===== src/rtl/thr_alarm_pkg.sv =====
package thr_alarm_pkg;
  typedef enum logic {
    SEQ_IDLE = 1'b0,
    SEQ_LOAD = 1'b1
  } seq_state_e;
endpackage


===== src/rtl/thr_seq_fsm.sv =====
module thr_seq_fsm
  import thr_alarm_pkg::*;
#(
  parameter int unsigned WORD_W     = 16,
  parameter int unsigned DATA_W     = 12,
  parameter int unsigned GRP_W      = 2,
  parameter int unsigned IDX_W      = 3,
  parameter int unsigned CODE_W     = 4,
  parameter logic [CODE_W-1:0] ENTRY_CODE = 4'hA
) (
  input  logic              clk_i,
  input  logic              rst_ni,
  input  logic              frame_valid_i,
  input  logic [WORD_W-1:0] frame_word_i,
  output logic              wr_en_o,
  output logic [GRP_W-1:0]  wr_grp_o,
  output logic [IDX_W-1:0]  wr_idx_o,
  output logic [DATA_W-1:0] wr_data_o
);
  localparam int unsigned REGS = 1 << IDX_W;
  localparam int unsigned EXIT_BIT = WORD_W - 1;

  seq_state_e        state_q, state_d;
  logic [GRP_W-1:0]  grp_q, grp_d;
  logic [IDX_W-1:0]  cnt_q, cnt_d;

  logic              is_entry;
  logic              exit_flag;
  logic              last_slot;

  assign is_entry  = frame_word_i[WORD_W-1 -: CODE_W] == ENTRY_CODE;
  assign exit_flag = frame_word_i[EXIT_BIT];
  assign last_slot = cnt_q == IDX_W'(REGS - 1);

  always_comb begin
    state_d = state_q;
    grp_d   = grp_q;
    cnt_d   = cnt_q;
    if (frame_valid_i) begin
      unique case (state_q)
        SEQ_IDLE: if (is_entry) begin
          state_d = SEQ_LOAD;
          grp_d   = frame_word_i[GRP_W-1:0];
          cnt_d   = '0;
        end
        SEQ_LOAD: begin
          cnt_d = cnt_q + 1'b1;
          if (exit_flag || last_slot) state_d = SEQ_IDLE;
        end
        default: state_d = SEQ_IDLE;
      endcase
    end
  end

  always_ff @(posedge clk_i or negedge rst_ni) begin
    if (!rst_ni) begin
      state_q <= SEQ_IDLE;
      grp_q   <= '0;
      cnt_q   <= '0;
    end else begin
      state_q <= state_d;
      grp_q   <= grp_d;
      cnt_q   <= cnt_d;
    end
  end

  assign wr_en_o   = frame_valid_i && (state_q == SEQ_LOAD);
  assign wr_grp_o  = grp_q;
  assign wr_idx_o  = frame_word_i[EXIT_BIT-1 -: IDX_W];
  assign wr_data_o = frame_word_i[DATA_W-1:0];

  p_entry_starts_r2: assert property (@(posedge clk_i) disable iff (!rst_ni)
    (state_q == SEQ_IDLE && frame_valid_i && is_entry)
      |=> (state_q == SEQ_LOAD && cnt_q == '0));

  p_idle_other_stays_r2: assert property (@(posedge clk_i) disable iff (!rst_ni)
    (state_q == SEQ_IDLE && !(frame_valid_i && is_entry)) |=> state_q == SEQ_IDLE);

  p_exit_leaves_r4: assert property (@(posedge clk_i) disable iff (!rst_ni)
    (wr_en_o && exit_flag) |=> state_q == SEQ_IDLE);

  p_eight_max_r5: assert property (@(posedge clk_i) disable iff (!rst_ni)
    (wr_en_o && last_slot) |=> state_q == SEQ_IDLE);

  p_group_stable_r10: assert property (@(posedge clk_i) disable iff (!rst_ni)
    (state_q == SEQ_LOAD) |=> $stable(grp_q));
endmodule


===== src/rtl/thr_bank.sv =====
module thr_bank #(
  parameter int unsigned CHANNELS   = 16,
  parameter int unsigned GROUP_SIZE = 4,
  parameter int unsigned DATA_W     = 12,
  parameter int unsigned GRP_W      = 2,
  parameter int unsigned IDX_W      = 3,
  parameter int unsigned CHAN_W     = 4
) (
  input  logic              clk_i,
  input  logic              rst_ni,
  input  logic              wr_en_i,
  input  logic [GRP_W-1:0]  wr_grp_i,
  input  logic [IDX_W-1:0]  wr_idx_i,
  input  logic [DATA_W-1:0] wr_data_i,
  input  logic [CHAN_W-1:0] rd_chan_i,
  output logic [DATA_W-1:0] rd_hi_o,
  output logic [DATA_W-1:0] rd_lo_o
);
  localparam int unsigned SUB_W = IDX_W - 1;

  logic [DATA_W-1:0] hi_q [CHANNELS];
  logic [DATA_W-1:0] lo_q [CHANNELS];

  for (genvar c = 0; c < CHANNELS; c++) begin : g_chan
    localparam logic [GRP_W-1:0] GRP = GRP_W'(c / GROUP_SIZE);
    localparam logic [SUB_W-1:0] SUB = SUB_W'(c % GROUP_SIZE);
    logic hit;

    assign hit = wr_en_i && (wr_grp_i == GRP) && (wr_idx_i[IDX_W-1:1] == SUB);

    always_ff @(posedge clk_i or negedge rst_ni) begin
      if (!rst_ni) begin
        hi_q[c] <= '1;
        lo_q[c] <= '0;
      end else if (hit) begin
        if (wr_idx_i[0]) hi_q[c] <= wr_data_i;
        else             lo_q[c] <= wr_data_i;
      end
    end

    p_no_write_hold_r6: assert property (@(posedge clk_i) disable iff (!rst_ni)
      !wr_en_i |=> ($stable(hi_q[c]) && $stable(lo_q[c])));

    p_other_group_hold_r10: assert property (@(posedge clk_i) disable iff (!rst_ni)
      (wr_en_i && wr_grp_i != GRP) |=> ($stable(hi_q[c]) && $stable(lo_q[c])));
  end

  assign rd_hi_o = hi_q[rd_chan_i];
  assign rd_lo_o = lo_q[rd_chan_i];
endmodule


===== src/rtl/thr_cmp.sv =====
module thr_cmp #(
  parameter int unsigned DATA_W = 12
) (
  input  logic              clk_i,
  input  logic              rst_ni,
  input  logic              conv_valid_i,
  input  logic [DATA_W-1:0] conv_data_i,
  input  logic [DATA_W-1:0] hi_thr_i,
  input  logic [DATA_W-1:0] lo_thr_i,
  output logic              alarm_hi_o,
  output logic              alarm_lo_o
);
  always_ff @(posedge clk_i or negedge rst_ni) begin
    if (!rst_ni) begin
      alarm_hi_o <= 1'b0;
      alarm_lo_o <= 1'b0;
    end else if (conv_valid_i) begin
      alarm_hi_o <= conv_data_i > hi_thr_i;
      alarm_lo_o <= conv_data_i < lo_thr_i;
    end
  end

  p_flags_hold_r9: assert property (@(posedge clk_i) disable iff (!rst_ni)
    !conv_valid_i |=> ($stable(alarm_hi_o) && $stable(alarm_lo_o)));

  p_max_thr_quiet_r7: assert property (@(posedge clk_i) disable iff (!rst_ni)
    (conv_valid_i && hi_thr_i == '1) |=> !alarm_hi_o);

  p_min_thr_quiet_r8: assert property (@(posedge clk_i) disable iff (!rst_ni)
    (conv_valid_i && lo_thr_i == '0) |=> !alarm_lo_o);
endmodule


===== src/rtl/thr_alarm_seq.sv =====
module thr_alarm_seq #(
  parameter int unsigned CHANNELS   = 16,
  parameter int unsigned GROUP_SIZE = 4,
  parameter int unsigned DATA_W     = 12,
  parameter int unsigned WORD_W     = 16,
  parameter int unsigned CODE_W     = 4,
  parameter logic [CODE_W-1:0] ENTRY_CODE = 4'hA
) (
  input  logic                        clk_i,
  input  logic                        rst_ni,
  input  logic                        frame_valid_i,
  input  logic [WORD_W-1:0]           frame_word_i,
  input  logic                        conv_valid_i,
  input  logic [$clog2(CHANNELS)-1:0] conv_chan_i,
  input  logic [DATA_W-1:0]           conv_data_i,
  output logic                        alarm_hi_o,
  output logic                        alarm_lo_o
);
  localparam int unsigned NUM_GROUPS = CHANNELS / GROUP_SIZE;
  localparam int unsigned GRP_W      = $clog2(NUM_GROUPS);
  localparam int unsigned IDX_W      = $clog2(2 * GROUP_SIZE);
  localparam int unsigned CHAN_W     = $clog2(CHANNELS);

  logic              wr_en;
  logic [GRP_W-1:0]  wr_grp;
  logic [IDX_W-1:0]  wr_idx;
  logic [DATA_W-1:0] wr_data;
  logic [DATA_W-1:0] hi_thr, lo_thr;

  thr_seq_fsm #(
    .WORD_W(WORD_W), .DATA_W(DATA_W), .GRP_W(GRP_W),
    .IDX_W(IDX_W), .CODE_W(CODE_W), .ENTRY_CODE(ENTRY_CODE)
  ) u_fsm (
    .clk_i, .rst_ni, .frame_valid_i, .frame_word_i,
    .wr_en_o(wr_en), .wr_grp_o(wr_grp), .wr_idx_o(wr_idx), .wr_data_o(wr_data)
  );

  thr_bank #(
    .CHANNELS(CHANNELS), .GROUP_SIZE(GROUP_SIZE), .DATA_W(DATA_W),
    .GRP_W(GRP_W), .IDX_W(IDX_W), .CHAN_W(CHAN_W)
  ) u_bank (
    .clk_i, .rst_ni,
    .wr_en_i(wr_en), .wr_grp_i(wr_grp), .wr_idx_i(wr_idx), .wr_data_i(wr_data),
    .rd_chan_i(conv_chan_i), .rd_hi_o(hi_thr), .rd_lo_o(lo_thr)
  );

  thr_cmp #(.DATA_W(DATA_W)) u_cmp (
    .clk_i, .rst_ni, .conv_valid_i, .conv_data_i,
    .hi_thr_i(hi_thr), .lo_thr_i(lo_thr),
    .alarm_hi_o, .alarm_lo_o
  );
endmodule


===== config.mk =====
export PLATFORM = sky130hd
export DESIGN_NAME = thr_alarm_seq
export DESIGN_NICKNAME = d
export VERILOG_FILES = /design/src/rtl/thr_alarm_pkg.sv /design/src/rtl/thr_seq_fsm.sv /design/src/rtl/thr_bank.sv /design/src/rtl/thr_cmp.sv /design/src/rtl/thr_alarm_seq.sv
export SDC_FILE = /design/constraint.sdc
export NUM_CORES = 1
export LEC_CHECK = 0
export ABC_AREA = 1
export BUFFER_PORTS_ARGS = -buffer_cell sky130_fd_sc_hd__buf_2
export CORE_MARGIN = 5
export CORE_UTILIZATION = 45
export DETAILED_ROUTE_END_ITERATION = 6
export MAX_ROUTING_LAYER = met4
export PLACE_DENSITY = 0.65
export SKIP_CTS_REPAIR_TIMING = 1
export SLEW_MARGIN = 15
export SYNTH_ARGS = -nofsm -noshare
export SYNTH_HDL_FRONTEND = slang
export SYNTH_SLANG_ARGS = --single-unit

===== constraint.sdc =====
create_clock -name clk_i -period 5.7 [get_ports clk_i]
set_clock_uncertainty 0.05 [all_clocks]
set_input_delay 1.14 -clock clk_i [delete_from_list [all_inputs] [get_ports clk_i]]
set_output_delay 1.14 -clock clk_i [all_outputs]
set_load 0.05 [all_outputs]

[After elaboration in Yosys (flattened, before gate mapping)]
Index checks and enable logic that the tools add are counted.
Word-level totals
  bits in registers: 392
  input bits: 36
  output and inout bits: 2
  word-level logic and storage cells: 122
Operators by class
  $add $sub $neg: 1
  $lt $le $gt $ge: 3
  equality and inequality tests: 9
  mux-type cells: 11
  bitwise gates (word level): 3
  reduce and logical (&&, ||, !) cells: 58
Operators with widths (number)
  12-bit binary-select mux with 4-bit select: 2
  2-bit AND reduction: 33
  12-bit 2-to-1 mux: 4
  1-bit logical AND: 21
  12-bit greater-than comparator: 1
  12-bit less-than comparator: 1
  2-bit == test, second input constant: 4
  3-bit one-hot mux with 2 select lines: 1
  5-bit greater-or-equal comparator, second input constant: 1
  4-bit inverter with 5-bit output: 1
  2-bit by 1-bit == test with 1-bit output, second input constant: 2
  4-bit == test, second input constant: 1
  2-bit logical NOT: 2
  3-bit by 1-bit adder with 3-bit output, second input constant: 1
  3-bit == test, second input constant: 1
  3-bit 2-to-1 mux: 1
  3-bit AND reduction: 1
  1-bit 2-to-1 mux: 2
  2-bit by 1-bit inequality test with 1-bit output, second input constant: 1
  1-bit inverter: 2
  1-bit one-hot mux with 2 select lines: 1
  1-bit logical OR: 1

[Longest topological paths before layout]
  word-level depth: 5
  mapped depth: 19
  gate-level depth less buffers: 15

[Modules after synthesis]
Synthesis repeated with hierarchy kept, for this count alone.
Unflattened totals
  cell total of the unflattened synthesis: 2652
  area, all modules: 20068.0 µm²
By module, submodules not included
  thr_bank: times used 1, cells an instance 2480, area each 18914.4 µm², seq. area each 9849.4 µm²
  thr_cmp: times used 1, cells an instance 121, area each 728.2 µm², seq. area each 50.0 µm²
  thr_seq_fsm: times used 1, cells an instance 51, area each 425.4 µm², seq. area each 150.1 µm²

[Worst setup path before layout]
No wires, ideal clock.
  path kind: input-to-reg
  start: input conv_chan_i[0]
  end: register u_cmp.alarm_lo_o
  library setup time: 0.066 ns
  data arrival time: 3.164 ns
  data required time: 5.584 ns
  setup slack: 2.420 ns
  stages on the path: 18
  buffers on the path: 4
  cells stage by stage: buf_4 > inv_1 > buf_4 > buf_6 > clkbuf_1 > o21ai_0 > o221ai_1 > o211ai_1 > nand2_1 > inv_1 > ha_1 > a21oi_1 > nor2_1 > a211oi_1 > o221ai_1 > nor2_1 > nand2_1 > nand2_1
On the way
  word-level cells in the longest chain between the ends: 5
Ends and longest elaborated chain
  start, declared: RTL line thr_alarm_seq.sv:14  | input logic [$clog2(CHANNELS)-1:0] conv_chan_i,
  4-bit inverter with 5-bit output (implied by the code): RTL line thr_bank.sv:49  | assign rd_lo_o = lo_q[rd_chan_i];
  12-bit binary-select mux with 4-bit select: RTL line thr_bank.sv:49
  12-bit 2-to-1 mux (implied by the code) (2 in a row): RTL line thr_bank.sv:49
  12-bit less-than comparator: RTL line thr_cmp.sv:19  | alarm_lo_o <= conv_data_i < lo_thr_i;
  end signal, assigned: RTL line thr_cmp.sv:19
  end, declared: RTL line thr_cmp.sv:11  | output logic alarm_lo_o
No other way between the ends. The select of a mux whose other input is x is not followed.
A chain may end at the register's enable or synchronous reset.

[Final worst setup path]
Ends and elaborated chain as after synthesis.

==> metrics.md <==
| Metric | Value |
|---|---|
| Top FF cell, synth | dfrtp_1 |
| Top cells by area, synth | dfstp_2 28%, dfrtp_1 28%, o21ai_0 15% |
| Worst Setup SP | conv_chan_i[0] |
| Most frequent cell after synthesis | o21ai_0 |
| Area growth, synth to finish | 9.22% |
| Rows | between 70 and 80 |
| Cell count after synthesis | around 2100 |
| Synth Warn # | 0 |
| First-pass GRT wire length | approximately 85000 um |
| Htree depth | 2 |
| R2R Path Start | u_fsm.state_q$_DFFE_PN0P_ |
| Width of the die | approximately 210 um |
| Vias in the first global route | around 14000 |
| Vias per Instance | ~5.9 |
| Pin count of the biggest net entering global routing | roughly 120 |
| Fin crit period | 3.72 ns |
| Yosys cell types | 25 |
| Antenna violations before repair | 0 |
| Critical Path Source Type | input port |
| Leading area contributor after synthesis | dfstp_2 |
| Synth top area share | 27.8% |
| Worst hold margin | approximately 0.42 ns |
| Max Freq | ~0.27 GHz |
| Final setup vio count | 0 |
| Flops & latches, synth | 392 |
| Post-route DRC | 0 |
| Core Region | ~40000 sq um |
| Slew Viols, Final | 0 |
| Layout cell share with drive strength beyond 1 | approximately 16% |
| Routed vias | around 15000 |
| Slew HR | a little under a fifth |
| Sink Count | between 300 and 400 |
| Starting Density | ~45% |
| TritonCTS buffer count | between 40 and 50 |
| Outcome | finished clean |
| First DRT Iteration DRCs | approximately 1800 |
| Clk Latency, worst-skew pair | 0.56 ns |
| Setup CP Type | input port to flop |
| CP arrival | 4.12 ns |
| CTS max path bufs | 3 |
| Placer Congestion | just over 0.9 |
| I/O pin count | 38 |
| CTS tree | yes |
| Lkg Pwr | 8.27 nW |
| Synth cell count leaders | 541 x o21ai_0, 463 x nand2_1, 200 x dfrtp_1, 194 x nor2_1, 192 x dfstp_2 |
| Mean Syn Cell Area | 8.65 sq um |
| DRT Pass-1 Iters | 5 |
| Hold crit path type | flop to flop |
| GR Overflow Total | 0 |
| DP HPWL | ~31000 um |
| Critical Path RT | between 6 and 7 ns |
| Total GRT Usage | 24.6% |
| Clock root buffer | clkbuf_16 |
| CP Capture Type | flop |
| Min-delay src | u_bank.hi_q[132]$_DFFE_PN1P_ |
| RSZ-0062 raised after global routing | false |
| Pwr Density | between 400 and 500 nW/um^2 |
| Die Area | roughly 44000 sq um |
| Worst vdd ir | 0.199 mV |
| TNS Setup | 0 ns |
| Syn_nets | between 2000 and 2500 |
| Post-synth EDFFs | 0 |
| Routed WL per cell | a little over 20 um |
| Seq/Total Area, Yosys | between 50% and 60% |
| Die height | 211 um |
| WL final | 53200 um |
| Netlist Area Pre-Place | about 18000 sq um |
| Final Hold Vio Count | 0 |
| Worst slew pin tran | 1.21 ns |
| Max-cap check violation count | 0 |
| NumNets Final | between 2000 and 2500 |
| Port bufs | 37 |
| Final period util | between 60 and 70% |
| FFs w/ async S/R, synth | 100% |
| Post-DRT Antenna Nets | 0 |
| CP max FO | 100 |
| Worst-path clk slew | 0.06 ns |
## worst max-delay path: stages
cell and delay, ns:
buf_6 0.27, buf_4 0.83, o21ai_0 0.24, o221ai_1 0.30
o211ai_1 0.25, nand2_1 0.13, inv_1 0.06, ha_1 0.29
nand3_1 0.10, o221ai_1 0.21, nor2_1 0.06, nand2_1 0.07
nand2_1 0.04
## routing by layer
| metal | GRT usage [%] | up-vias | part of all wire [%] | routed length, um |
|---|---|---|---|---|
| met5 | - | - | 0 | 0 |
| met4 | 6.93 | 0 | 2.7 | 1420 |
| met3 | 3.98 | 103 | 8.6 | 4560 |
| met2 | 36.0 | 635 | 44 | 23300 |
| met1 | 35.8 | 7401 | 45 | 23900 |
| li1 | - | 6960 | - | - |
## flip-flops by register name, summed over array words and instances, names as in the netlist
| name | cells |
|---|---|
| u_cmp.alarm_hi_o | 1 |
| u_bank.hi_q | 192 |
| u_cmp.alarm_lo_o | 1 |
| u_fsm.wr_grp_o | 2 |
| u_bank.lo_q | 192 |
| u_fsm.state_q | 1 |
| u_fsm.cnt_q | 3 |
## cell families after synthesis
group	synth area share (%)
adder cells (fa/ha/maj)	1.73
buffers and inverters	5.48
flip-flops	55.5
AND/OR/NAND/NOR	15.8
AO/OA/AOI/OAI	21.5
## cell type report
class / count / area [sq um]
Timing Repair Buffer: 61 / 419
Tap cell: 525 / 657
Multi-Input combinational cell: 1459 / 7080
Inverter: 64 / 245
Sequential cell: 392 / 10000
Antenna cell: 1 / 2.50
Fill cell: 3766 / 20000
Clock inverter: 14 / 121
Clock buffer: 60 / 1220
## report_power, final
group	leakage (nW)	switching [mW]	total (mW)	internal (mW)
clock	0.671	1.13	2.66	1.53
sequential	4.68	0.403	4.17	3.77
combinational	2.92	0.868	1.40	0.529
## per-stage QoR
| step | area [sq um] | power (mW) | util [%] | worst slack (ns) | cells |
|---|---|---|---|---|---|
| 2_1_floorplan | 18100 | 5.11 | - | 2.42 | 2095 |
| 6_report | 19800 | 8.23 | 49.7 | 1.98 | 2576 |
| 5_1_grt | 19800 | 8.70 | 49.7 | 1.71 | 2575 |
| 4_1_cts | 19800 | 8.26 | 49.7 | 2.08 | 2575 |
| 3_5_place_dp | 18400 | 5.59 | 46.3 | 1.51 | 2501 |
| 3_3_place_gp | 18400 | 5.52 | 46.3 | 1.51 | 2501 |
## final timing paths
check	end	slack, ns	cells after the start
max	u_cmp.alarm_lo_o$_DFFE_PN0P_	1.98	13
min	u_bank.hi_q[132]$_DFFE_PN1P_	0.42	2
max reg2reg	u_bank.lo_q[144]$_DFFE_PN0P_	3.15	4
min reg2reg	u_bank.hi_q[132]$_DFFE_PN1P_	0.42	2
max in group asynchronous	u_bank.hi_q[9]$_DFFE_PN1P_	3.77	2
min in group asynchronous	u_bank.lo_q[12]$_DFFE_PN0P_	0.59	1
## cell usage in the layout (no fill, tap or decap)
master and instances:
a211oi_1 1, a21oi_1 11, buf_12 3, buf_2 35
buf_4 21, buf_6 1, buf_8 1, bufinv_16 1
clkbuf_1 7, clkbuf_16 41, clkbuf_8 12, clkinv_1 2
clkinv_2 10, clkinv_8 2, dfrtp_1 200, dfstp_2 192
diode_2 1, ha_1 25, inv_1 60, inv_2 1
inv_6 2, nand2_1 463, nand2_2 1, nand3_1 60
nand4_1 3, nor2_1 194, nor3_1 1, nor3_4 4
o2111ai_1 1, o211ai_1 28, o21ai_0 541, o21ai_1 32
o221ai_1 65, o22ai_1 28, o311ai_0 1
Note: power is estimated with default switching activity, not from simulation.
